File: config.mk
export PLATFORM = sky130hd
export DESIGN_NAME = bank_select_unit
export DESIGN_NICKNAME = d
export VERILOG_FILES = /design/src/rtl/csu_pkg.sv /design/src/rtl/csu_regfile.sv /design/src/rtl/csu_decode.sv /design/src/rtl/csu_cycle.sv /design/src/rtl/bank_select_unit.sv
export SDC_FILE = /design/constraint.sdc
export NUM_CORES = 1
export LEC_CHECK = 0
export ABC_AREA = 1
export BUFFER_PORTS_ARGS = -buffer_cell sky130_fd_sc_hd__buf_2
export CAP_MARGIN = 20
export CORE_MARGIN = 1.5
export CORE_UTILIZATION = 55
export DETAILED_ROUTE_END_ITERATION = 12
export GPL_TIMING_DRIVEN = 1
export PLACE_DENSITY = 0.85
export SYNTH_ARGS = -nofsm -noshare
export SYNTH_HDL_FRONTEND = slang
export SYNTH_SLANG_ARGS = --single-unit
File: constraint.sdc
create_clock -name clk_i -period 3.4 [get_ports clk_i]
set_input_delay 0.34 -clock clk_i [delete_from_list [all_inputs] [get_ports clk_i]]
set_output_delay 0.34 -clock clk_i [all_outputs]
set_load 0.005 [all_outputs]
File: src/rtl/csu_pkg.sv
package csu_pkg;

  typedef struct packed {
    logic       valid;
    logic       wprot;
    logic       fast;
    logic [1:0] psize;
    logic [3:0] waits;
  } bank_attr_t;

  localparam logic [1:0] PS_BYTE = 2'b01;
  localparam logic [1:0] PS_HALF = 2'b10;

  // Acknowledge code returned for a given port-size field.
  function automatic logic [1:0] ack_code(input logic [1:0] psize);
    case (psize)
      PS_BYTE: ack_code = 2'b01;
      PS_HALF: ack_code = 2'b10;
      default: ack_code = 2'b11;
    endcase
  endfunction

  // Total clocks of an access, from strobe to the first acknowledged clock.
  function automatic logic [4:0] access_len(input logic [3:0] waits,
                                            input logic fast,
                                            input logic ext);
    logic [3:0] w;
    w = (waits == 4'd15) ? 4'd14 : waits;
    if (fast && !ext) access_len = 5'd2;
    else              access_len = 5'd3 + {1'b0, w};
  endfunction

endpackage

File: src/rtl/csu_regfile.sv
module csu_regfile
  import csu_pkg::*;
#(
  parameter int NBANK     = 4,
  parameter int AW        = 32,
  parameter int BOOT_WAIT = 14,
  localparam int IDXW     = $clog2(NBANK),
  localparam int HW       = AW - 8
) (
  input  logic            clk_i,
  input  logic            rst_ni,
  input  logic            cfg_we_i,
  input  logic [IDXW-1:0] cfg_bank_i,
  input  logic            cfg_opt_i,
  input  logic [AW-1:0]   cfg_data_i,
  output logic [HW-1:0]   base_o [NBANK],
  output logic [HW-1:0]   mask_o [NBANK],
  output bank_attr_t      attr_o [NBANK]
);

  for (genvar i = 0; i < NBANK; i++) begin : g_bank
    localparam logic BOOT = (i == 0);
    logic sel;
    assign sel = cfg_we_i && (cfg_bank_i == IDXW'(i));

    always_ff @(posedge clk_i) begin
      if (!rst_ni) begin
        base_o[i]       <= '0;
        mask_o[i]       <= '0;
        attr_o[i].valid <= BOOT;
        attr_o[i].wprot <= 1'b0;
        attr_o[i].fast  <= 1'b0;
        attr_o[i].psize <= BOOT ? PS_BYTE : 2'b00;
        attr_o[i].waits <= BOOT ? 4'(BOOT_WAIT) : 4'd0;
      end else if (sel && !cfg_opt_i) begin
        base_o[i]       <= cfg_data_i[AW-1:8];
        attr_o[i].wprot <= cfg_data_i[1];
        attr_o[i].valid <= cfg_data_i[0];
      end else if (sel && cfg_opt_i) begin
        mask_o[i]       <= cfg_data_i[AW-1:8];
        attr_o[i].waits <= cfg_data_i[7:4];
        attr_o[i].psize <= cfg_data_i[3:2];
        attr_o[i].fast  <= cfg_data_i[0];
      end
    end
  end

endmodule

File: src/rtl/csu_decode.sv
module csu_decode
  import csu_pkg::*;
#(
  parameter int NBANK = 4,
  parameter int AW    = 32,
  localparam int IDXW = $clog2(NBANK),
  localparam int HW   = AW - 8
) (
  input  logic [AW-1:0]   addr_i,
  input  logic [HW-1:0]   base_i [NBANK],
  input  logic [HW-1:0]   mask_i [NBANK],
  input  bank_attr_t      attr_i [NBANK],
  output logic            any_hit_o,
  output logic [IDXW-1:0] win_idx_o,
  output bank_attr_t      win_attr_o
);

  logic [NBANK-1:0] hit;

  for (genvar i = 0; i < NBANK; i++) begin : g_cmp
    assign hit[i] = attr_i[i].valid &&
                    (((addr_i[AW-1:8] ^ base_i[i]) & mask_i[i]) == '0);
  end

  always_comb begin
    any_hit_o = 1'b0;
    win_idx_o = '0;
    for (int i = NBANK - 1; i >= 0; i--) begin
      if (hit[i]) begin
        any_hit_o = 1'b1;
        win_idx_o = IDXW'(i);
      end
    end
  end

  assign win_attr_o = attr_i[win_idx_o];

endmodule

File: src/rtl/csu_cycle.sv
module csu_cycle
  import csu_pkg::*;
#(
  parameter int NBANK = 4,
  localparam int IDXW = $clog2(NBANK)
) (
  input  logic             clk_i,
  input  logic             rst_ni,
  input  logic             as_i,
  input  logic             wr_i,
  input  logic             ext_master_i,
  input  logic             stat_clr_i,
  input  logic             any_hit_i,
  input  logic [IDXW-1:0]  win_idx_i,
  input  bank_attr_t       win_attr_i,
  output logic             start_evt_o,
  output logic             wp_viol_evt_o,
  output logic [NBANK-1:0] cs_o,
  output logic [1:0]       dsack_o,
  output logic             berr_o,
  output logic             wp_err_o
);

  logic       busy_q;
  logic [3:0] cnt_q;
  logic [1:0] code_q;
  logic [4:0] len;
  logic       grant;

  assign start_evt_o   = as_i && !busy_q;
  assign wp_viol_evt_o = start_evt_o && any_hit_i && win_attr_i.wprot && wr_i;
  assign grant         = start_evt_o && any_hit_i && !wp_viol_evt_o;
  assign len           = access_len(win_attr_i.waits, win_attr_i.fast, ext_master_i);

  always_ff @(posedge clk_i) begin
    if (!rst_ni) begin
      busy_q  <= 1'b0;
      cnt_q   <= '0;
      code_q  <= '0;
      cs_o    <= '0;
      dsack_o <= '0;
      berr_o  <= 1'b0;
    end else if (!as_i) begin
      busy_q  <= 1'b0;
      cnt_q   <= '0;
      cs_o    <= '0;
      dsack_o <= '0;
      berr_o  <= 1'b0;
    end else if (start_evt_o) begin
      busy_q <= 1'b1;
      berr_o <= wp_viol_evt_o;
      if (grant) begin
        cs_o    <= NBANK'(1) << win_idx_i;
        code_q  <= ack_code(win_attr_i.psize);
        cnt_q   <= 4'(len - 5'd2);
        dsack_o <= (len == 5'd2) ? ack_code(win_attr_i.psize) : 2'b00;
      end else begin
        code_q <= '0;
        cnt_q  <= '0;
      end
    end else if (cnt_q != '0) begin
      cnt_q <= cnt_q - 4'd1;
      if (cnt_q == 4'd1) dsack_o <= code_q;
    end
  end

  always_ff @(posedge clk_i) begin
    if (!rst_ni)            wp_err_o <= 1'b0;
    else if (wp_viol_evt_o) wp_err_o <= 1'b1;
    else if (stat_clr_i)    wp_err_o <= 1'b0;
  end

endmodule

File: src/rtl/bank_select_unit.sv
module bank_select_unit
  import csu_pkg::*;
#(
  parameter int NBANK     = 4,
  parameter int AW        = 32,
  parameter int BOOT_WAIT = 14,
  localparam int IDXW     = $clog2(NBANK),
  localparam int HW       = AW - 8
) (
  input  logic             clk_i,
  input  logic             rst_ni,
  input  logic             cfg_we_i,
  input  logic [IDXW-1:0]  cfg_bank_i,
  input  logic             cfg_opt_i,
  input  logic [AW-1:0]    cfg_data_i,
  input  logic             stat_clr_i,
  input  logic             as_i,
  input  logic [AW-1:0]    addr_i,
  input  logic             wr_i,
  input  logic             ext_master_i,
  output logic [NBANK-1:0] cs_o,
  output logic [1:0]       dsack_o,
  output logic             berr_o,
  output logic             wp_err_o
);

  logic [HW-1:0]   base   [NBANK];
  logic [HW-1:0]   mask   [NBANK];
  bank_attr_t      attr   [NBANK];
  logic            any_hit;
  logic [IDXW-1:0] win_idx;
  bank_attr_t      win_attr;
  logic            start_evt;
  logic            wp_viol_evt;

  csu_regfile #(.NBANK(NBANK), .AW(AW), .BOOT_WAIT(BOOT_WAIT)) regs_i (
    .clk_i, .rst_ni, .cfg_we_i, .cfg_bank_i, .cfg_opt_i, .cfg_data_i,
    .base_o(base), .mask_o(mask), .attr_o(attr)
  );

  csu_decode #(.NBANK(NBANK), .AW(AW)) dec_i (
    .addr_i, .base_i(base), .mask_i(mask), .attr_i(attr),
    .any_hit_o(any_hit), .win_idx_o(win_idx), .win_attr_o(win_attr)
  );

  csu_cycle #(.NBANK(NBANK)) cyc_i (
    .clk_i, .rst_ni, .as_i, .wr_i, .ext_master_i, .stat_clr_i,
    .any_hit_i(any_hit), .win_idx_i(win_idx), .win_attr_i(win_attr),
    .start_evt_o(start_evt), .wp_viol_evt_o(wp_viol_evt),
    .cs_o, .dsack_o, .berr_o, .wp_err_o
  );

endmodule

==> flow_summary.yaml, run 1 <==
status:
  status: "completed"
drt:
  via_per_inst: 5.49
  drc: 0
  routedWlPerCell_um: 16.3
  num_vias: 11314
  firstDrtPassIters: 5
  postRouteAntennaNets: 0
  drt_iter0_drc: 1093
  routed_wl_um: 33500
flow_run:
  max_cap_violations: 0
cts:
  clk_path_buf_depth: 3
  cts-root-buf: "clkbuf_16"
  clk_pin_slew_ps: 60
  cts_hold_buf: 0
  cts_resized: 0
  cts_sinks: 243
  cts_tree: "done"
  cts_htree_levels: 1
  clock_latency_ps: 540
  post_cts_buffers: 0
  numCtsBuffers: 26
worst_setup_path:
  cpMaxStageDelayCell: "dfxtp_1"
  worst-path-max-fanout: 8
  crit_chain: "or2_0, nand3_1, nand3_1, nand3b_1, nor2_2, nand2_2, nor2_4, nand2_1, nand2_1, inv_1, nand3_1, nor2_1, a21oi_1, nand2_1, nand2_1, inv_1, ha_1, or2_1, a21oi_1"
  cp_common_cell: "nand2_1"
  slowest_delay_ps: 320
  cp-start-kind: "register"
  worstPathRequired_ps: 3850
  crit_family: "simple AND/OR/NAND/NOR gates"
  crit_type: "reg -> reg"
  critPathBufInv: 2
  endpoint_kind: "register"
  worstPathArrival_ps: 3490
synthesis:
  synth_edf_count: 0
  synthMuxAreaShare_pct: 0
  syn_area_mm2: 0.0113
  ys_ff_latch: 243
  synth_xor_area_share_pct: 0.0775
  ys_async_sr_fraction_pct: 0
  synth_top_family_by_area: "simple AND/OR/NAND/NOR gates"
  ys_dominant_reg_cell: "dfxtp_1"
  synth_top_cells_by_area: "dfxtp_1 (43%), nand2_1 (14%), a21oi_1 (8.2%)"
  synthCells: 1716
  ys_seq_area_share_pct: 43.1
  yosys.area.top_type: "dfxtp_1"
  synth_compound_area_share_pct: 17.4
  yosys.area_share.adder_pct: 0.443
  synth_top_area_share_pct: 43.1
  syn_avg_cell_area_um2: 6.58
  syn-num-nets: 1794
  synthSimpleGateAreaFrac_pct: 29.8
  ys_types: 40
  synth_warnings: 0
timing:
  setup_violations: 0
  fmax_ghz: 0.329
  setup_tns_ps: 0
  hold_ws_ps: 56.4
  rsz0062_at_grt: "no"
  finalClockSkew_ps: 16.6
  final_max_slew_viol_count: 0
  worst_pin_slew_ps: 626
  slew_headroom_pct: 58.3
  finalHoldViolCount: 0
  finalCritPeriodShare_pct: 89.5
  fin_crit_ps: 3040
  setup_slack_ps: 358
placement:
  pre_cts_slack_ps: 310
  gp_congestion: 0.993
  place_area_mm2: 0.0120
  dp_cells: 2010
  hpwl_um: 23000
  numPortBuffers: 73
die:
  die_x_um: 146
  die_h_um: 146
  dieArea_mm2: 0.0214
  ios: 82
  start_util_pct: 56.0
  row_count: 52
  core-area_mm2: 0.0202
finish:
  stdcell_area_mm2: 0.0129
  utilization_pct: 63.8
  mostFrequentLayoutCell: "nand2_1"
  area_growth_pct: 13.8
  layout-drive-gt1-share_pct: 10.7
  n_fill_cell: 1792
  layout.nets: 1846
  final_cell_mix: "nand2_1 (417), dfxtp_1 (243), nor2_1 (209)"
  layout.cells.non_filler: 2059
power_and_ir_drop:
  p_switching_mw: 1.68
  p_total_mw: 6.65
  p_int_mw: 4.96
  power_density_mw_per_mm2: 517
  peakVddDrop_uv: 390
  p_leak_nw: 5.69
  clockPowerShare_pct: 44.6
  comb_power_share_pct: 10.3
  sw_frac_of_total_pct: 25.3
  seqPwrFrac_pct: 45.1
grt:
  grt_overflow: 0
  grt_pass1_wl_um: 53600
  grt_antenna_before_repair: 1
  track_usage_pct: 31.3
  grt_max_degree: 78
  grt_pass1_vias: 10377
hold_path:
  hp-class: "in -> reg"
## cell families (layout without fill, tap and decap cells)
family          Yosys count  after routing
xor+xnor                  1              1
buf+inv                 275            347
compound gates          385            385
fa+ha+maj                 4              4
other cells               0              1
simple gates            808            808
flops                   243            243
## sequential cells by signal, indices dropped and copies added (netlist names)
signal and count:
cyc_i.code_q 2, cyc_i.busy_q 1, regs_i.base_o 96, cyc_i.dsack_o 2
regs_i.attr_o 36, cyc_i.wp_err_o 1, regs_i.mask_o 96, cyc_i.cnt_q 4
cyc_i.cs_o 4, cyc_i.berr_o 1
## worst paths after layout
check / from / endpoint / slack (ps) / cells after the start
max: regs_i.base_o[2] / cyc_i.cnt_q[2] / 360 / 19
min: cfg_data_i[5] / regs_i.attr_o[28] / 60 / 3
min reg2reg: regs_i.attr_o[18] / regs_i.attr_o[18] / 450 / 2
max reg2reg: regs_i.base_o[2] / cyc_i.cnt_q[2] / 360 / 19
## final cells by class
cell class	count	area (um2)	area share (%)
clock buffers	36	769	5.98
repair buffers	96	578	4.50
clock inverters	12	138	1.07
diodes	1	2.50	0.0195
inverters	203	766	5.95
flip-flops and latches	243	4860	37.8
well taps	270	338	2.63
multi-input cells	1198	5400	42.0
## metal layers
metal | part of all wire, % | track usage [%] | vias up
li1 | - | - | 5585
met2 | 45 | 50.4 | 544
met3 | 11 | 6.03 | 98
met4 | 4.1 | 13.2 | 0
met5 | 0 | 0 | -
met1 | 40 | 41.2 | 5087
## Yosys cell counts (4+ instances only)
cell type and n:
inv_2 9, nor2_1 211, nand3_2 4, dfxtp_1 243
nand2_2 12, nand2_1 417, nand3_1 133, a21oi_2 4
nor2_2 6, o21ai_0 186, clkbuf_1 69, ha_1 4
nand4_1 5, a21oi_1 186, inv_1 189
## power groups by stage
stage               clock network (mW)  registers (mW)  logic [mW]
global placement                     0            3.05       0.648
finish                            2.97            3.00       0.684
floorplan                            0            3.05       0.439
detailed placement                   0            3.06       0.666
global route                      3.10            3.01       0.764
CTS                               2.97            3.00       0.672
## worst min-delay path, cell delays in order
cell	delay (ps)
buf_2	100
nand2_1	50
nand3_1	50
Power figures use the tool's default switching activity.
==> run 2: changes to the inputs <==
--- a/config.mk
+++ b/config.mk
@@ -13,5 +13,5 @@
 export DETAILED_ROUTE_END_ITERATION = 12
 export GPL_TIMING_DRIVEN = 1
-export PLACE_DENSITY = 0.85
+export PLACE_DENSITY = 0.74
 export SYNTH_ARGS = -nofsm -noshare
 export SYNTH_HDL_FRONTEND = slang
==> constraint.sdc (replaced) <==
create_clock -name clk_i -period 3.4 [get_ports clk_i]
set_input_delay 0.17 -clock clk_i [delete_from_list [all_inputs] [get_ports clk_i]]
set_output_delay 0.17 -clock clk_i [all_outputs]
set_load 0.005 [all_outputs]
==> flow_summary.yaml, run 2 (synthesized netlist as in run 1, its figures left out) <==
status:
  status: "completed"
die:
  die_h_um: 146
  ios: 82
  row_count: 52
  start_util_pct: 56.0
  die_x_um: 146
  core-area_mm2: 0.0202
  dieArea_mm2: 0.0214
drt:
  num_vias: 11309
  drc: 0
  via_per_inst: 5.40
  firstDrtPassIters: 7
  routedWlPerCell_um: 16.5
  postRouteAntennaNets: 0
  routed_wl_um: 34600
  drt_iter0_drc: 899
finish:
  layout.nets: 1883
  area_growth_pct: 16.4
  layout-drive-gt1-share_pct: 10.6
  mostFrequentLayoutCell: "nand2_1"
  diodes: 0
  final_cell_mix: "nand2_1 (417), dfxtp_1 (243), nor2_1 (209)"
  top_regs: "regs_i.base_o: 96 flops, regs_i.mask_o: 96 flops, regs_i.attr_o: 36 flops"
worst_setup_path:
  crit_chain: "or2_0, nand3_1, nand3_1, nand3b_1, nor2_2, nand2_2, nor2_4, nand2_1, nand2_1, inv_1, nand3_1, nor2_1, a21oi_1, nand2_1, nand2_1, inv_1, ha_1, or2_1, a21oi_1"
  reg2reg_slack_ps: 440
  rr_worst_depth: 19
  crit_end: "cyc_i.cnt_q[2]"
  crit_path_start: "regs_i.base_o[2]"
  worst-path-max-fanout: 8
  worstPathArrival_ps: 3420
  crit_type: "reg -> reg"
  cpMaxStageDelayCell: "dfxtp_1"
  r2r_start: "regs_i.base_o[2]"
  r2r-end: "cyc_i.cnt_q[2]"
  worstPathRequired_ps: 3860
  cp-start-kind: "register"
  endpoint_kind: "register"
  slowest_delay_ps: 320
  cp_common_cell: "nand2_1"
flow_run:
  max_cap_violations: 0
power_and_ir_drop:
  p_leak_nw: 5.81
  peakVddDrop_uv: 429
  power_density_mw_per_mm2: 501
grt:
  grt_pass1_wl_um: 54300
  grt_antenna_before_repair: 0
  grt_overflow: 0
  grt_max_degree: 61
  grt_pass1_vias: 10128
  track_usage_pct: 32.2
timing:
  rsz0062_at_grt: "no"
  final_max_slew_viol_count: 0
  fin_crit_ps: 2960
  finalCritPeriodShare_pct: 87.0
  setup_tns_ps: 0
  finalClockSkew_ps: 9.28
  setup_violations: 0
  hold_ws_ps: 61.1
  worst_pin_slew_ps: 853
  finalHoldViolCount: 0
  slew_headroom_pct: 43.0
  fmax_ghz: 0.338
cts:
  clk_path_buf_depth: 3
  cts_htree_levels: 1
  post_cts_buffers: 0
  cts-root-buf: "clkbuf_16"
  clock_latency_ps: 540
  cts_resized: 0
  cts_tree: "done"
  clk_pin_slew_ps: 60
  numCtsBuffers: 25
  cts_sinks: 243
placement:
  gp_congestion: 0.981
  hpwl_um: 23300
  numPortBuffers: 73
hold_path:
  hp-class: "in -> reg"
  holdPathStages: 4
-- run 2: changes by cell type in the layout (fill, tap and decap cells not counted), moves of 2 or more --
cell           delta
clkbuf_8          +3
buf_12            -3
clkbuf_16         -2
clkinv_2          -3
buf_4             +5
dlygate4sd3_1    +36
-- run 2: metal layers --
layer	share of wire [%]	vias to the layer above	global-route usage [%]
li1	-	5659	-
met1	44	5138	45.0
met2	44	438	51.3
met3	9.0	74	4.38
met4	3.2	0	10.7
met5	0	-	0
-- run 2: cell type report --
class | instances | area, um2
fillers | 1858 | 7020
repair buffers | 134 | 916
inverters | 203 | 766
clock inverters | 10 | 109
flip-flops and latches | 243 | 4860
well taps | 270 | 338
clock buffers | 36 | 757
multi-input cells | 1198 | 5400
-- run 2: where the power goes --
part | internal (mW) | switching (mW)
registers | 2.95 | 0.0490
clock network | 1.70 | 1.18
logic | 0.238 | 0.476
-- run 2: through the flow --
stage	total power [mW]	setup WS, ps	instance area, um2	utilization (%)	instances
2_1_floorplan	3.49	1010	11300	-	1716
3_3_place_gp	3.71	544	11900	59.1	2012
3_5_place_dp	3.72	489	11900	59.1	2012
4_1_cts	6.59	468	13200	65.2	2094
5_1_grt	6.79	243	13200	65.2	2094
6_report	6.58	441	13200	65.2	2094
-- run 2: repair_timing --
action / 4_1_cts / 5_1_grt
hold buffers: 36 / 0
endpoints found under the setup margin: 0 / 0
hold endpoints to repair: 104 / 0
-- run 2: worst min path at each step --
stage                   from                end
2_1_floorplan  cfg_data_i[5]  regs_i.attr_o[28]
3_3_place_gp   cfg_data_i[7]  regs_i.attr_o[30]
3_5_place_dp   cfg_data_i[5]  regs_i.attr_o[28]
4_1_cts        cfg_bank_i[0]  regs_i.mask_o[47]
5_1_grt        cfg_bank_i[0]  regs_i.mask_o[47]
6_report       cfg_bank_i[0]  regs_i.mask_o[47]
-- run 2: critical path: cells and delay by family (launching register included) --
| family | cells | cell delay (ps) |
|---|---|---|
| buffers and inverters | 2 | 80 |
| flip-flops | 1 | 320 |
| AO/OA/AOI/OAI | 2 | 270 |
| adder cells (fa/ha/maj) | 1 | 260 |
| AND/OR/NAND/NOR | 14 | 1970 |
